### src/rtl/dram_refresh_pkg.sv
`timescale 1ns/1ps
package dram_refresh_pkg;

  typedef enum logic [1:0] {
    PH_WAIT = 2'd0,
    PH_INIT = 2'd1,
    PH_RUN  = 2'd2
  } phase_t;

  // Whole cycles for num/den, never below one.
  function automatic int cycles_of(input longint num, input longint den);
    longint q;
    q = num / den;
    if (q < 1) q = 1;
    return int'(q);
  endfunction

endpackage

### src/rtl/refresh_tick_timer.sv
`timescale 1ns/1ps
module refresh_tick_timer #(
  parameter int LIMIT = 2
) (
  input  logic clk,
  input  logic rst,
  input  logic en,
  output logic tick_o
);
  localparam int CW = (LIMIT > 1) ? $clog2(LIMIT) : 1;
  localparam logic [CW-1:0] LAST = CW'(LIMIT - 1);

  logic [CW-1:0] cnt_q;

  assign tick_o = en && (cnt_q == LAST);

  always_ff @(posedge clk) begin
    if (rst) begin
      cnt_q <= '0;
    end else if (en) begin
      cnt_q <= tick_o ? '0 : cnt_q + CW'(1);
    end
  end
endmodule

### src/rtl/refresh_backlog.sv
`timescale 1ns/1ps
module refresh_backlog #(
  parameter int DEPTH = 8
) (
  input  logic clk,
  input  logic rst,
  input  logic tick_i,
  input  logic take_i,
  output logic due_next_o,
  output logic overflow_o
);
  localparam int BW = $clog2(DEPTH + 1);
  localparam logic [BW-1:0] FULL = BW'(DEPTH);

  logic [BW-1:0] lvl_q, lvl_d;
  logic          ovf_q, ovf_d;

  always_comb begin
    lvl_d = lvl_q;
    ovf_d = ovf_q;
    if (tick_i && !take_i) begin
      if (lvl_q == FULL) ovf_d = 1'b1;
      else               lvl_d = lvl_q + BW'(1);
    end else if (!tick_i && take_i && (lvl_q != '0)) begin
      lvl_d = lvl_q - BW'(1);
    end
  end

  assign due_next_o = (lvl_d != '0);
  assign overflow_o = ovf_q;

  always_ff @(posedge clk) begin
    if (rst) begin
      lvl_q <= '0;
      ovf_q <= 1'b0;
    end else begin
      lvl_q <= lvl_d;
      ovf_q <= ovf_d;
    end
  end
endmodule

### src/rtl/refresh_row_counter.sv
`timescale 1ns/1ps
module refresh_row_counter #(
  parameter int BITS = 12
) (
  input  logic            clk,
  input  logic            rst,
  input  logic            step_i,
  output logic [BITS-1:0] row_o
);
  always_ff @(posedge clk) begin
    if (rst)         row_o <= '0;
    else if (step_i) row_o <= row_o + BITS'(1);
  end
endmodule

### src/rtl/dram_refresh_sched.sv
`timescale 1ns/1ps
module dram_refresh_sched
  import dram_refresh_pkg::*;
#(
  parameter int CLK_HZ         = 50_000_000,
  parameter int REF_PERIOD_US  = 64_000,
  parameter int ROW_BITS       = 12,
  parameter int INIT_WAIT_US   = 200,
  parameter int INIT_REFRESHES = 8,
  parameter int MAX_BACKLOG    = 8
) (
  input  logic                clk,
  input  logic                rst,
  input  logic                row_mode_i,
  input  logic                ref_ack_i,
  output logic                ref_req_o,
  output logic                ref_row_mode_o,
  output logic [ROW_BITS-1:0] ref_row_o,
  output logic                ready_o,
  output logic                overflow_o
);
  localparam int WAIT_CYC = cycles_of(longint'(CLK_HZ) * longint'(INIT_WAIT_US),
                                      longint'(1_000_000));
  localparam int SLOT_CYC = cycles_of(longint'(CLK_HZ) * longint'(REF_PERIOD_US),
                                      longint'(1_000_000) << ROW_BITS);
  localparam int ICW = (INIT_REFRESHES > 1) ? $clog2(INIT_REFRESHES) : 1;
  localparam logic [ICW-1:0] INIT_LAST = ICW'(INIT_REFRESHES - 1);

  phase_t         phase_q;
  logic           req_q, ready_q, kind_q;
  logic [ICW-1:0] init_cnt_q;
  logic           take, run_take, wait_tick, slot_tick, due_next;

  assign take     = ref_ack_i && req_q;
  assign run_take = take && (phase_q == PH_RUN);

  refresh_tick_timer #(.LIMIT(WAIT_CYC)) u_wait (
    .clk(clk), .rst(rst), .en(phase_q == PH_WAIT), .tick_o(wait_tick)
  );

  refresh_tick_timer #(.LIMIT(SLOT_CYC)) u_slot (
    .clk(clk), .rst(rst), .en(phase_q == PH_RUN), .tick_o(slot_tick)
  );

  refresh_backlog #(.DEPTH(MAX_BACKLOG)) u_backlog (
    .clk(clk), .rst(rst), .tick_i(slot_tick), .take_i(run_take),
    .due_next_o(due_next), .overflow_o(overflow_o)
  );

  refresh_row_counter #(.BITS(ROW_BITS)) u_row (
    .clk(clk), .rst(rst), .step_i(take && kind_q), .row_o(ref_row_o)
  );

  always_ff @(posedge clk) begin
    if (rst) begin
      phase_q    <= PH_WAIT;
      req_q      <= 1'b0;
      ready_q    <= 1'b0;
      kind_q     <= 1'b0;
      init_cnt_q <= '0;
    end else begin
      if (!req_q || take) kind_q <= row_mode_i;
      unique case (phase_q)
        PH_WAIT: begin
          if (wait_tick) begin
            phase_q <= PH_INIT;
            req_q   <= 1'b1;
          end
        end
        PH_INIT: begin
          if (take) begin
            if (init_cnt_q == INIT_LAST) begin
              phase_q <= PH_RUN;
              req_q   <= 1'b0;
              ready_q <= 1'b1;
            end else begin
              init_cnt_q <= init_cnt_q + ICW'(1);
            end
          end
        end
        PH_RUN:  req_q <= due_next;
        default: phase_q <= PH_WAIT;
      endcase
    end
  end

  assign ref_req_o      = req_q;
  assign ready_o        = ready_q;
  assign ref_row_mode_o = kind_q;
endmodule

### config.mk
export PLATFORM = sky130hd
export DESIGN_NAME = dram_refresh_sched
export DESIGN_NICKNAME = d
export VERILOG_FILES = /design/src/rtl/dram_refresh_pkg.sv /design/src/rtl/refresh_tick_timer.sv /design/src/rtl/refresh_backlog.sv /design/src/rtl/refresh_row_counter.sv /design/src/rtl/dram_refresh_sched.sv
export SDC_FILE = /design/constraint.sdc
export NUM_CORES = 1
export LEC_CHECK = 0
export ABC_AREA = 0
export BUFFER_PORTS_ARGS = -buffer_cell sky130_fd_sc_hd__buf_2
export CAP_MARGIN = 20
export CORE_UTILIZATION = 50
export DETAILED_ROUTE_END_ITERATION = 10
export MAX_ROUTING_LAYER = met4
export PLACE_DENSITY = 0.73
export SYNTH_ARGS = -nofsm -noshare
export SYNTH_HDL_FRONTEND = slang
export SYNTH_HIERARCHICAL = 1
export SYNTH_SLANG_ARGS = --single-unit
### constraint.sdc
create_clock -name clk -period 6.79 [get_ports clk]
set_clock_uncertainty 0.15 [all_clocks]
set_input_delay 1.0185 -clock clk [delete_from_list [all_inputs] [get_ports clk]]
set_output_delay 1.0185 -clock clk [all_outputs]
set_load 0.005 [all_outputs]
; Yosys cells after proc, flatten, opt, wreduce, memory -nomap -nowiden
; Cells that the tools add are included.
[word_totals]
in_bits = 4
reg_bits = 49
[classes]
mux = 13
bitwise_logic = 2
add_sub_neg = 6
n_reduce_logical = 21
n_eq_ne = 9
[op_table]
columns = operator, count
row1 = "adder 14 x 1 -> 14 bit, second input constant", 1
row2 = "== test 14 bit, second input constant", 1
row3 = 2-to-1 mux 14 bit, 1
row4 = "adder 12 x 1 -> 12 bit, second input constant", 1
row5 = 2-to-1 mux 4 bit, 3
row6 = "adder 10 x 1 -> 10 bit, second input constant", 1
row7 = "== test 10 bit, second input constant", 1
row8 = 2-to-1 mux 10 bit, 1
row9 = logical AND 1 bit, 8
row10 = AND reduction 4 bit, 2
row11 = nonzero test 4 bit, 2
row12 = 2-to-1 mux 2 bit, 3
row13 = "inequality test 2 bit, second input constant", 3
row14 = case mux 2 bit (3 select lines), 1
row15 = AND reduction 3 bit, 2
row16 = "adder 4 x 1 -> 4 bit, second input constant", 1
row17 = "== test 4 bit, second input constant", 1
row18 = "subtractor 4 x 1 -> 4 bit, second input constant", 1
row19 = "adder 3 x 1 -> 3 bit, second input constant", 1
row20 = "== test 3 bit, second input constant", 1
row21 = zero test 1 bit, 3
row22 = 2-to-1 mux 1 bit, 3
row23 = case mux 1 bit (3 select lines), 1
row24 = nonzero test 3 bit, 1
row25 = other kinds (6), 7

; Longest topological paths before layout
; Gate-level depths: netlist of the first run.
[depth]
word_depth = 9
ltp_mapped = 14
depth_no_buf = 12

; Modules after synthesis
; The synthesis of the first run kept the hierarchy.
[by_module_without_submodules]
columns = mod, instances, cells_per_inst, seq_area_each_um2, area_per_inst_um2
row1 = refresh_tick_timer (u_wait), 1, 74, 280.3, 700.7
row2 = refresh_row_counter, 1, 58, 240.2, 530.5
row3 = refresh_tick_timer (u_slot), 1, 56, 200.2, 494.2
row4 = dram_refresh_sched, 1, 44, 160.2, 431.7
row5 = refresh_backlog, 1, 45, 100.1, 365.4

; Least setup slack after synthesis of the first run
; No wires, ideal clock.
[synth_timing]
kind = flip-flop to flip-flop
start = register phase_q[0]
end = register req_q (netlist: ref_req_o)
slack_ns = 4.347
arrival_ns = 2.202
setup_time_ns = 0.091
stages_incl_launch_ff = 15
period_less_slack_ns = 2.443
required_time_ns = 6.549
path_cell_list = dfxtp_1 -> nand2b_1 -> inv_1 -> buf_4 -> and3_2 -> nand4_1 -> inv_1 -> buf_6 -> nor4_2 -> nand2_1 -> o21ai_0 -> a21oi_2 -> nand4_1 -> o21bai_1 -> a311oi_1
[synth_between]
elab_chain_cells = 9
elab_cells_between_ends = 20
classes_between = 5 x eq/ne / 3 x mux / 12 x reduce/logical
[synth_rtl]
columns = element, line_no
row1 = start: declaration, dram_refresh_sched.sv:29  ; phase_t phase_q;
row2 = start signal: assignment, dram_refresh_sched.sv:56  ; phase_q <= PH_WAIT;
row3 = start signal: assignment, dram_refresh_sched.sv:66  ; phase_q <= PH_INIT;
row4 = start signal: assignment, dram_refresh_sched.sv:73  ; phase_q <= PH_RUN;
row5 = == test 2 bit *, dram_refresh_sched.sv:42  ; .clk(clk), .rst(rst), .en(phase_q == PH_RUN), .tick_o(slot_tick)
row6 = logical AND 1 bit *, refresh_tick_timer.sv:15  ; assign tick_o = en && (cnt_q == LAST);
row7 = via slot_tick, dram_refresh_sched.sv:32  ; logic take, run_take, wait_tick, slot_tick, due_next;
row8 = zero test 1 bit, refresh_backlog.sv:24  ; end else if (!tick_i && take_i && (lvl_q != '0)) begin
row9 = logical AND 1 bit (2 in series), refresh_backlog.sv:24
row10 = 2-to-1 mux 4 bit, refresh_backlog.sv:24
row11 = 2-to-1 mux 4 bit *, refresh_backlog.sv:21  ; if (tick_i && !take_i) begin
row12 = nonzero test 4 bit *, refresh_backlog.sv:29  ; assign due_next_o = (lvl_d != '0);
row13 = via due_next, dram_refresh_sched.sv:32
row14 = case mux 1 bit (3 select lines) *, dram_refresh_sched.sv:63  ; unique case (phase_q)
row15 = end signal: assignment, dram_refresh_sched.sv:81  ; PH_RUN: req_q <= due_next;
row16 = end: declaration, dram_refresh_sched.sv:30  ; logic req_q, ready_q, kind_q;
; The timed path passes the listed nets; every way through them passes the cells marked *.
; A chain may end at the register's enable or synchronous reset.

; Worst setup path after layout of the first run
[layout_timing]
start = register phase_q[1]
end = register req_q (netlist: ref_req_o)
; The elaborated chain is that of the path after synthesis.

==> metrics.cfg, run 1 <==
[worst_setup_path]
cpLargestDelayFamily = simple AND/OR/NAND/NOR gates
crit_buf_inv = 2
worstPathCellList = nand2b_1, inv_1, and3_2, nand4_1, inv_1, nor2b_4, nand4_1, and3_1, a21oi_2, nand4_1, o21bai_1, a311oi_1
worst_ep_required_time_ns = 6.82
slowest_stage = dfxtp_1
ff2ff_path_depth = 12
r2r-start = phase_q[1]
worst_path_most_repeated_cell = nand4_1
cp.depth = 12
arrival_ns = 2.94
crit_path_start_kind = register
cp_max_fo = 9
crit_path_max_incr_delay_ns = 0.47
critPathLaunch = phase_q[1]
ff2ff_setup_slack_ns = 3.88
reg2reg_to = ref_req_o
path_class = reg2reg
crit_path_end_kind = register

[grt]
grt_pass1_wl_um = 7710
antenna_found_initial = 0
grt_max_degree = 38
overflow = 0
grt_pass1_vias = 1796
grt_util_all_layers = 0.186

[yosys]
avgSynthCellArea_um2 = 9.11
synth_edf_count = 0
synth_top_family_by_area = simple AND/OR/NAND/NOR gates
yosys.area_share.simple = 0.320
synth-seq-area-share = 0.389
synth_most_common_cell = dfxtp_1
netlist_area_mm2 = 0.00252
synthAdderAreaFrac = 0.0446
synth_area_leaders = dfxtp_1, nor2_1, xnor2_1
synth_top_area_frac = 0.389
synth_common_cells = dfxtp_1, nor2_1, nand2_1, xnor2_1
synthFlopType = dfxtp_1
synthCells = 277
synth.distinct_cells = 55
synth.net_count = 290
synth_compound_gate_area_share = 0.0888
async_reset_ff_frac = 0
synthMuxAreaShare = 0.0308
synth_top_area_cell = dfxtp_1
synth-seq-cells = 49
synth_warnings = 6
synthXorXnorAreaFrac = 0.0868

[cts]
cts.path.max_buffers = 2
cts_tree = done
postCtsSetupBuffers = 0
cts_sinks = 49
cts-buffers-inserted = 5
cts_max_level = 2
clkLatencyLatePin_ns = 0.30
cts_hold_buf = 0
cts_root_buf = clkbuf_8
cts_resized = 0
clk_pin_slew_ns = 0.08

[power_and_ir_drop]
ir_worst_vdd_mv = 0.126
leakage_nw = 1.08
power_density_mw_per_mm2 = 187
combinationalPowerShare = 0.022
sw_frac_of_total = 0.199
p_clk_frac = 0.415
total_power_mw = 0.516
p_switching_mw = 0.102
intPower_mw = 0.413
pwr-share-seq = 0.564

[timing]
final.setup.tns_ns = 0
fmax_mhz = 344
fin_crit_ns = 2.91
rsz0062_at_grt = false
finalMaxSlewViolations = 0
hold_violations = 0
post-route-period-util = 0.428
tightest_slew_ns = 0.612
setup_slack_ns = 3.88
setup_viol = 0
maxSlewHeadroom = 0.592

[die]
core_mm2 = 0.00479
fp.dieH_um = 73.0
pin_count = 20
dieArea_mm2 = 0.00533
fp.dieW_um = 73.0
start_util = 0.527
rows = 25

[detailed_routing]
postRouteAntennaNets = 0
vias_per_cell = 5.39
wl_um = 4370
first_pass_iters = 4
vias = 1958
drt_iter0_drc = 97
avgRoutedWirePerCell_um = 12.0
drc = 0

[layout]
fin_util = 0.577
regArea_um2 = 981
fin_nets = 308
drive_above_1_share = 0.182
area_delta_synth_final_pct = 9.47
multi_input_area_mm2 = 0.00144
nFillCells = 413
diodes = 0

[flow_run]
cap_viol_max_count = 0

[min_path]
hp-class = reg2reg
hp-start = ready_o
whs_endpoint = ready_o
hold_path_depth = 2

[placement]
routabilityCongestion = 0.827
dp_hpwl_um = 3050
port_buffers = 19
post-place-ws_ns = 3.88

[run_status]
status = complete, no violations

==> metrics by stage <==
stage,std cells,cell area [um2],hold slack [ns]
2_1_floorplan,277,2520,0.302
3_3_place_gp,355,2650,0.308
3_5_place_dp,355,2650,0.305
4_1_cts,363,2760,0.334
5_1_grt,363,2760,0.360
6_report,363,2760,0.335
==> state kept, by name (all words and copies together), names as in the netlist <==
name	flops
init_cnt_q	3
phase_q	2
ready_o	1
ref_req_o	1
ref_row_mode_o	1
u_backlog/lvl_q	4
u_backlog/overflow_o	1
u_row/row_o	12
u_slot/cnt_q	10
u_wait/cnt_q	14
==> kinds of logic (layout without fill, tap and decap cells) <==
group,count (synthesis),count (layout)
and+or+nand+nor,132,132
xor gates and xnor gates,25,25
DFF,49,49
adders and majority gates,9,9
buffers and inverters,20,39
muxes,7,7
AOI/OAI and AO/OA,35,35
==> worst max path at each step <==
stage	endpoint	slack, ns
2_1_floorplan	ref_req_o	4.35
4_1_cts	ref_req_o	3.92
5_1_grt	ref_req_o	3.64
6_report	ref_req_o	3.88
3_3_place_gp	ref_req_o	3.95
3_5_place_dp	ref_req_o	3.88
==> per-layer routing <==
metal,vias to the layer above,global-route usage,part of all wire
li1,1002,-,-
met2,34,0.298,0.46
met4,0,0.0632,0.013
met3,7,0.0414,0.031
met5,-,-,0
met1,915,0.231,0.49
==> worst reg2reg max path, delay by kind of cell, from the launching register on <==
kind	cells	cell delay (ns)
simple gates	7	1.29
buf+inv	2	0.51
flops	1	0.47
compound gates	3	0.36
==> final cells by class <==
class / instances / area share
clock buffers: 7 / 0.0313
repair buffers: 19 / 0.0344
multi-input cells: 208 / 0.522
flip-flops and latches: 49 / 0.355
well taps: 67 / 0.0304
inverters: 12 / 0.0163
clock inverters: 1 / 0.0109
==> power by group through the flow <==
stage | sequential [mW] | combinational [mW] | clock [mW]
3_3_place_gp | 0.297 | 0.0113 | 0
3_5_place_dp | 0.297 | 0.0115 | 0
6_report | 0.291 | 0.0113 | 0.214
4_1_cts | 0.291 | 0.0115 | 0.220
2_1_floorplan | 0.297 | 0.00826 | 0
5_1_grt | 0.291 | 0.0128 | 0.230
==> cell usage in the layout (no fill, tap or decap), drive strengths merged, types with 2 or more instances in the layout <==
| cell | instances |
|---|---|
| a21oi | 12 |
| a22oi | 2 |
| a31oi | 4 |
| and2 | 2 |
| and3 | 5 |
| and4 | 2 |
| buf | 19 |
| clkbuf | 7 |
| dfxtp | 49 |
| ha | 9 |
| inv | 12 |
| mux2 | 3 |
| mux2i | 4 |
| nand2 | 14 |
| nand2b | 12 |
| nand3 | 8 |
| nand4 | 17 |
| nor2 | 45 |
| nor2b | 6 |
| nor3 | 3 |
| nor4 | 6 |
| nor4b | 2 |
| o21ai | 6 |
| o31ai | 3 |
| or3 | 2 |
| or4 | 3 |
| xnor2 | 13 |
| xor2 | 12 |
Power figures use the tool's default switching activity.
==> run 2: changes to the inputs <==
Clock period 6.79 ns to 2.7 ns, I/O delays scaled along.
==> run 2 against run 1 <==
Worst setup slack got worse by 3.7 ns. Fmax increased by 17%. Utilization increased by 1.4 points. Clock power increased by 150%. Worst hold slack got worse by 0.14 ns.
==> metrics.cfg, run 2 (synthesis gave the netlist of run 1 again) <==
[run_status]
status = complete, no violations

[cts]
clkLatencyLatePin_ns = 0.30  ; about the same
clk_pin_slew_ns = 0.09  ; about the same
cts_tree = done
cts_sinks = 49  ; unchanged
cts_root_buf = clkbuf_8
cts_max_level = 2  ; unchanged
cts-buffers-inserted = 5  ; unchanged
cts.path.max_buffers = 2  ; unchanged
cts_hold_buf = 0  ; unchanged

[layout]
area_delta_synth_final_pct = 12.1
largest-register = u_wait/cnt_q
fin_nets = 316  ; +2.6%
largest_reg_flops = 14  ; unchanged
layout_commonest_cell = dfxtp_1
fin_util = 0.591  ; +0.0136
diodes = 0  ; unchanged
drive_above_1_share = 0.211  ; +0.0281
nFillCells = 421  ; +1.9%
final_cell_mix = dfxtp_1, nor2_1, buf_2, nand2_1, xnor2_1
top_regs = u_wait/cnt_q (14), u_row/row_o (12), u_slot/cnt_q (10)

[grt]
grt_util_all_layers = 0.185  ; -0.000736
grt_max_degree = 30  ; -21%
grt_pass1_vias = 1758  ; -2.1%
overflow = 0  ; unchanged
antenna_found_initial = 0  ; unchanged
grt_pass1_wl_um = 7560  ; -2.0%

[placement]
routabilityCongestion = 0.875  ; +5.7%
dp_hpwl_um = 3090  ; +1.3%
port_buffers = 19  ; unchanged

[timing]
setup_viol = 0  ; unchanged
rsz0062_at_grt = false
fmax_mhz = 404  ; +17%
finalMaxSlewViolations = 0  ; unchanged
final.setup.tns_ns = 0  ; unchanged
fin_crit_ns = 2.48  ; -0.430 ns
hold_violations = 0  ; unchanged
post-route-period-util = 0.917  ; +0.489
tightest_slew_ns = 0.470  ; -0.143 ns
maxSlewHeadroom = 0.687  ; +0.0951

[worst_setup_path]
ff2ff_setup_slack_ns = 0.22  ; -3.66 ns
crit_path_end_kind = register
arrival_ns = 2.50  ; -0.44 ns
worst_ep_required_time_ns = 2.73  ; -4.09 ns
r2r-start = u_slot/cnt_q[0]
reg2reg_to = ref_req_o
ff2ff_path_depth = 12  ; unchanged
path_class = reg2reg
crit_path_start_kind = register
critPathLaunch = u_slot/cnt_q[0]
cp_max_fo = 8  ; -1

[power_and_ir_drop]
power_density_mw_per_mm2 = 456  ; +140%
ir_worst_vdd_mv = 0.397  ; +210%
leakage_nw = 1.12  ; +3.5%

[die]
fp.dieW_um = 73.0  ; unchanged
pin_count = 20  ; unchanged
rows = 25  ; unchanged
dieArea_mm2 = 0.00533  ; unchanged
core_mm2 = 0.00479  ; unchanged
start_util = 0.527  ; unchanged
fp.dieH_um = 73.0  ; unchanged

[detailed_routing]
drc = 0  ; unchanged
drt_iter0_drc = 135  ; +39%
vias = 1962  ; +0.20%
postRouteAntennaNets = 0  ; unchanged
avgRoutedWirePerCell_um = 11.7  ; -2.8%
first_pass_iters = 4  ; unchanged
vias_per_cell = 5.29  ; -2.0%
wl_um = 4350  ; -0.62%

[min_path]
hp-class = in2reg
whs_endpoint = ref_row_mode_o
hold_path_depth = 3  ; +1
hp-start = row_mode_i

[flow_run]
cap_viol_max_count = 0  ; unchanged

[run 2: metrics by stage]
step	hold slack, ns	setup WS, ns	instance area, um2	cells	power [mW]
2_1_floorplan	0.302	0.257	2520	277	0.768
5_1_grt	0.182	0.0108	2830	371	1.34
3_3_place_gp	0.304	0.276	2700	362	0.779
4_1_cts	0.178	0.148	2810	370	1.32
3_5_place_dp	0.309	0.182	2700	362	0.780
6_report	0.192	0.225	2830	371	1.29
[run 2: area by class of cell]
class / count / area [um2] / share of cell area
multi-input cells: 208 / 1450 / 0.511
well taps: 67 / 83.8 / 0.0297
repair buffers: 27 / 155 / 0.0549
inverters: 12 / 45.0 / 0.0159
flip-flops and latches: 49 / 981 / 0.347
clock inverters: 1 / 30.0 / 0.0106
clock buffers: 7 / 86.3 / 0.0305
[run 2: how the worst max path moves through the flow]
stage           endpoint  slack (ns)  cells past startpoint
5_1_grt        ref_req_o        0.01                     12
4_1_cts        ref_req_o        0.15                     12
3_5_place_dp   ref_req_o        0.18                     12
3_3_place_gp   ref_req_o        0.28                     12
6_report       ref_req_o        0.22                     12
2_1_floorplan  ref_req_o        0.26                     14
[run 2: per-layer routing]
layer  share of wire  routed length [um]  global-route usage  vias up
met1            0.51                2210               0.240      913
met2            0.45                1940               0.286       29
met4          0.0085                  37              0.0545        0
met5               0                   0                   -        -
li1                -                   -                   -     1015
met3           0.035                 154              0.0456        5
[run 2: critical path, stage by stage, from the launching register on]
cell	delay [ns]
dfxtp_1	0.37
inv_1	0.10
ha_1	0.14
nor4bb_1	0.27
nand4_1	0.18
inv_2	0.16
nor2b_4	0.19
nand4_1	0.12
and3_1	0.22
a21oi_2	0.12
nand4_1	0.11
o21bai_1	0.16
a311oi_1	0.06
[run 2: report_power, final]
part	switching, mW	leakage [nW]	internal (mW)
clock	0.225	0.0585	0.302
sequential	0.00431	0.395	0.727
combinational	0.0189	0.666	0.0121
total	0.249	1.12	1.04
[run 2: repair_timing]
item,4_1_cts,5_1_grt
setup endpoints to repair,0,1
gates resized for setup,0,2
buffers inserted,0,1
endpoints found under the hold margin,0,0
==> run 3: changes to the inputs <==
Settings changed: PLACE_DENSITY 0.73 to 0.68, REMOVE_ABC_BUFFERS from default to 1.
==> run 3 against run 2 <==
First-iteration DRC count fell by 53%. Highest routed layer unchanged. Critical path depth did not move. Final cell count did not move. Critical endpoint unchanged.
==> metrics.cfg, run 3 (synthesis gave the netlist of run 1 again) <==
[run_status]
status = complete, no violations

[grt]
grt_pass1_wl_um = 7660  ; +1.3%
antenna_found_initial = 0  ; unchanged
grt_util_all_layers = 0.187  ; +0.00202
overflow = 0  ; unchanged
grt_pass1_vias = 1766  ; +0.46%
grt_max_degree = 26  ; -13%

[timing]
final.setup.tns_ns = 0  ; unchanged
post-route-period-util = 0.919  ; +0.00202
finalMaxSlewViolations = 0  ; unchanged
fin_crit_ns = 2.48  ; +0.00544 ns
setup_slack_ns = 0.219  ; -0.00544 ns
maxSlewHeadroom = 0.690  ; +0.00306
hold_violations = 0  ; unchanged
whs_ns = 0.193  ; +0.00173 ns
fmax_mhz = 403  ; -0.22%
setup_viol = 0  ; unchanged
tightest_slew_ns = 0.465  ; -0.00459 ns

[min_path]
hold_path_depth = 3  ; unchanged
hp-class = in2reg

[layout]
drive_above_1_share = 0.214  ; +0.00329
layout_commonest_cell = dfxtp_1
fin_util = 0.588  ; -0.00288
largest_reg_flops = 14  ; unchanged
area_delta_synth_final_pct = 11.5
diodes = 0  ; unchanged
final_cell_mix = dfxtp_1, nor2_1, buf_2, nand2_1, xnor2_1
nFillCells = 429  ; +1.9%
fin_nets = 316  ; unchanged
top_regs = u_wait/cnt_q (14), u_row/row_o (12), u_slot/cnt_q (10)
largest-register = u_wait/cnt_q

[placement]
dp_hpwl_um = 3160  ; +2.4%
routabilityCongestion = 0.851  ; -2.8%
port_buffers = 19  ; unchanged
post-place-ws_ns = 0.189  ; +0.00701 ns

[detailed_routing]
wl_um = 4410  ; +1.4%
avgRoutedWirePerCell_um = 11.9  ; +1.4%
drc = 0  ; unchanged
vias = 1970  ; +0.41%
postRouteAntennaNets = 0  ; unchanged
vias_per_cell = 5.31  ; +0.41%
first_pass_iters = 4  ; unchanged
drt_iter0_drc = 64  ; -53%

[worst_setup_path]
worst_ep_required_time_ns = 2.73  ; about the same
arrival_ns = 2.51  ; about the same
worstPathCellList = inv_1, ha_1, nor4bb_1, nand4_1, inv_2, nor2b_4, nand4_1, and3_1, a21oi_2, nand4_1, o21bai_1, a311oi_2
cp_max_fo = 8  ; unchanged
worst_path_most_repeated_cell = nand4_1
ff2ff_setup_slack_ns = 0.22  ; about the same
ff2ff_path_depth = 12  ; unchanged
crit_path_max_incr_delay_ns = 0.36  ; about the same
slowest_stage = dfxtp_1
path_class = reg2reg
crit_path_start_kind = register
crit_path_end_kind = register

[cts]
cts_hold_buf = 0  ; unchanged
cts_max_level = 2  ; unchanged
clk_pin_slew_ns = 0.09  ; about the same
cts_sinks = 49  ; unchanged
cts_root_buf = clkbuf_8
clkLatencyLatePin_ns = 0.30  ; about the same
cts-buffers-inserted = 5  ; unchanged
cts.path.max_buffers = 2  ; unchanged
cts_tree = done

[die]
rows = 25  ; unchanged
core_mm2 = 0.00479  ; unchanged
pin_count = 20  ; unchanged
fp.dieW_um = 73.0  ; unchanged
fp.dieH_um = 73.0  ; unchanged
dieArea_mm2 = 0.00533  ; unchanged
start_util = 0.527  ; unchanged

[power_and_ir_drop]
ir_worst_vdd_mv = 0.278  ; -30%
total_power_mw = 1.23  ; -4.8%
power_density_mw_per_mm2 = 437  ; -4.3%
leakage_nw = 1.11  ; -0.45%

[flow_run]
cap_viol_max_count = 0  ; unchanged

[run 3: stage by stage]
step           area, um2  cells
5_1_grt             2810    371
2_1_floorplan       2470    269
3_3_place_gp        2690    361
6_report            2810    371
4_1_cts             2790    369
3_5_place_dp        2690    361
[run 3: per-layer routing]
layer,vias up,GRT usage,share of wire
met3,7,0.0414,0.033
met2,34,0.294,0.48
met5,-,-,0
met1,913,0.234,0.47
li1,1016,-,-
met4,0,0.0719,0.015
[run 3: layout make-up]
cell class / instances / area (um2) / share of cell area
sequential: 49 / 981 / 0.349
clock buffer: 7 / 96.3 / 0.0343
tap: 67 / 83.8 / 0.0298
timing repair buffer: 27 / 155 / 0.0552
clock inverter: 1 / 5.00 / 0.00178
inverter: 12 / 45.0 / 0.0160
multi-input combinational: 208 / 1450 / 0.514
[run 3: path summary, 6_finish.rpt]
kind | end | startpoint
max | ref_req_o | u_slot/cnt_q[0]
min | ref_row_mode_o | row_mode_i
max reg2reg | ref_req_o | u_slot/cnt_q[0]
min reg2reg | ready_o | ready_o
[run 3: power by group]
group | internal (mW) | switching [mW]
clock network | 0.232 | 0.234
registers | 0.727 | 0.00419
logic | 0.0113 | 0.0197
total | 0.970 | 0.258
[run 3: critical path, delay by kind of cell, from the launching register on]
family | cells | cell delay (ns)
AO/OA/AOI/OAI | 3 | 0.38
adder cells (fa/ha/maj) | 1 | 0.14
buffers and inverters | 2 | 0.26
flip-flops | 1 | 0.36
AND/OR/NAND/NOR | 6 | 1.07
[run 3: repair_timing]
item,4_1_cts,5_1_grt
hold endpoints to repair,0,0
resized for setup,0,2
setup buffers,0,2
endpoints found under the setup margin,0,1
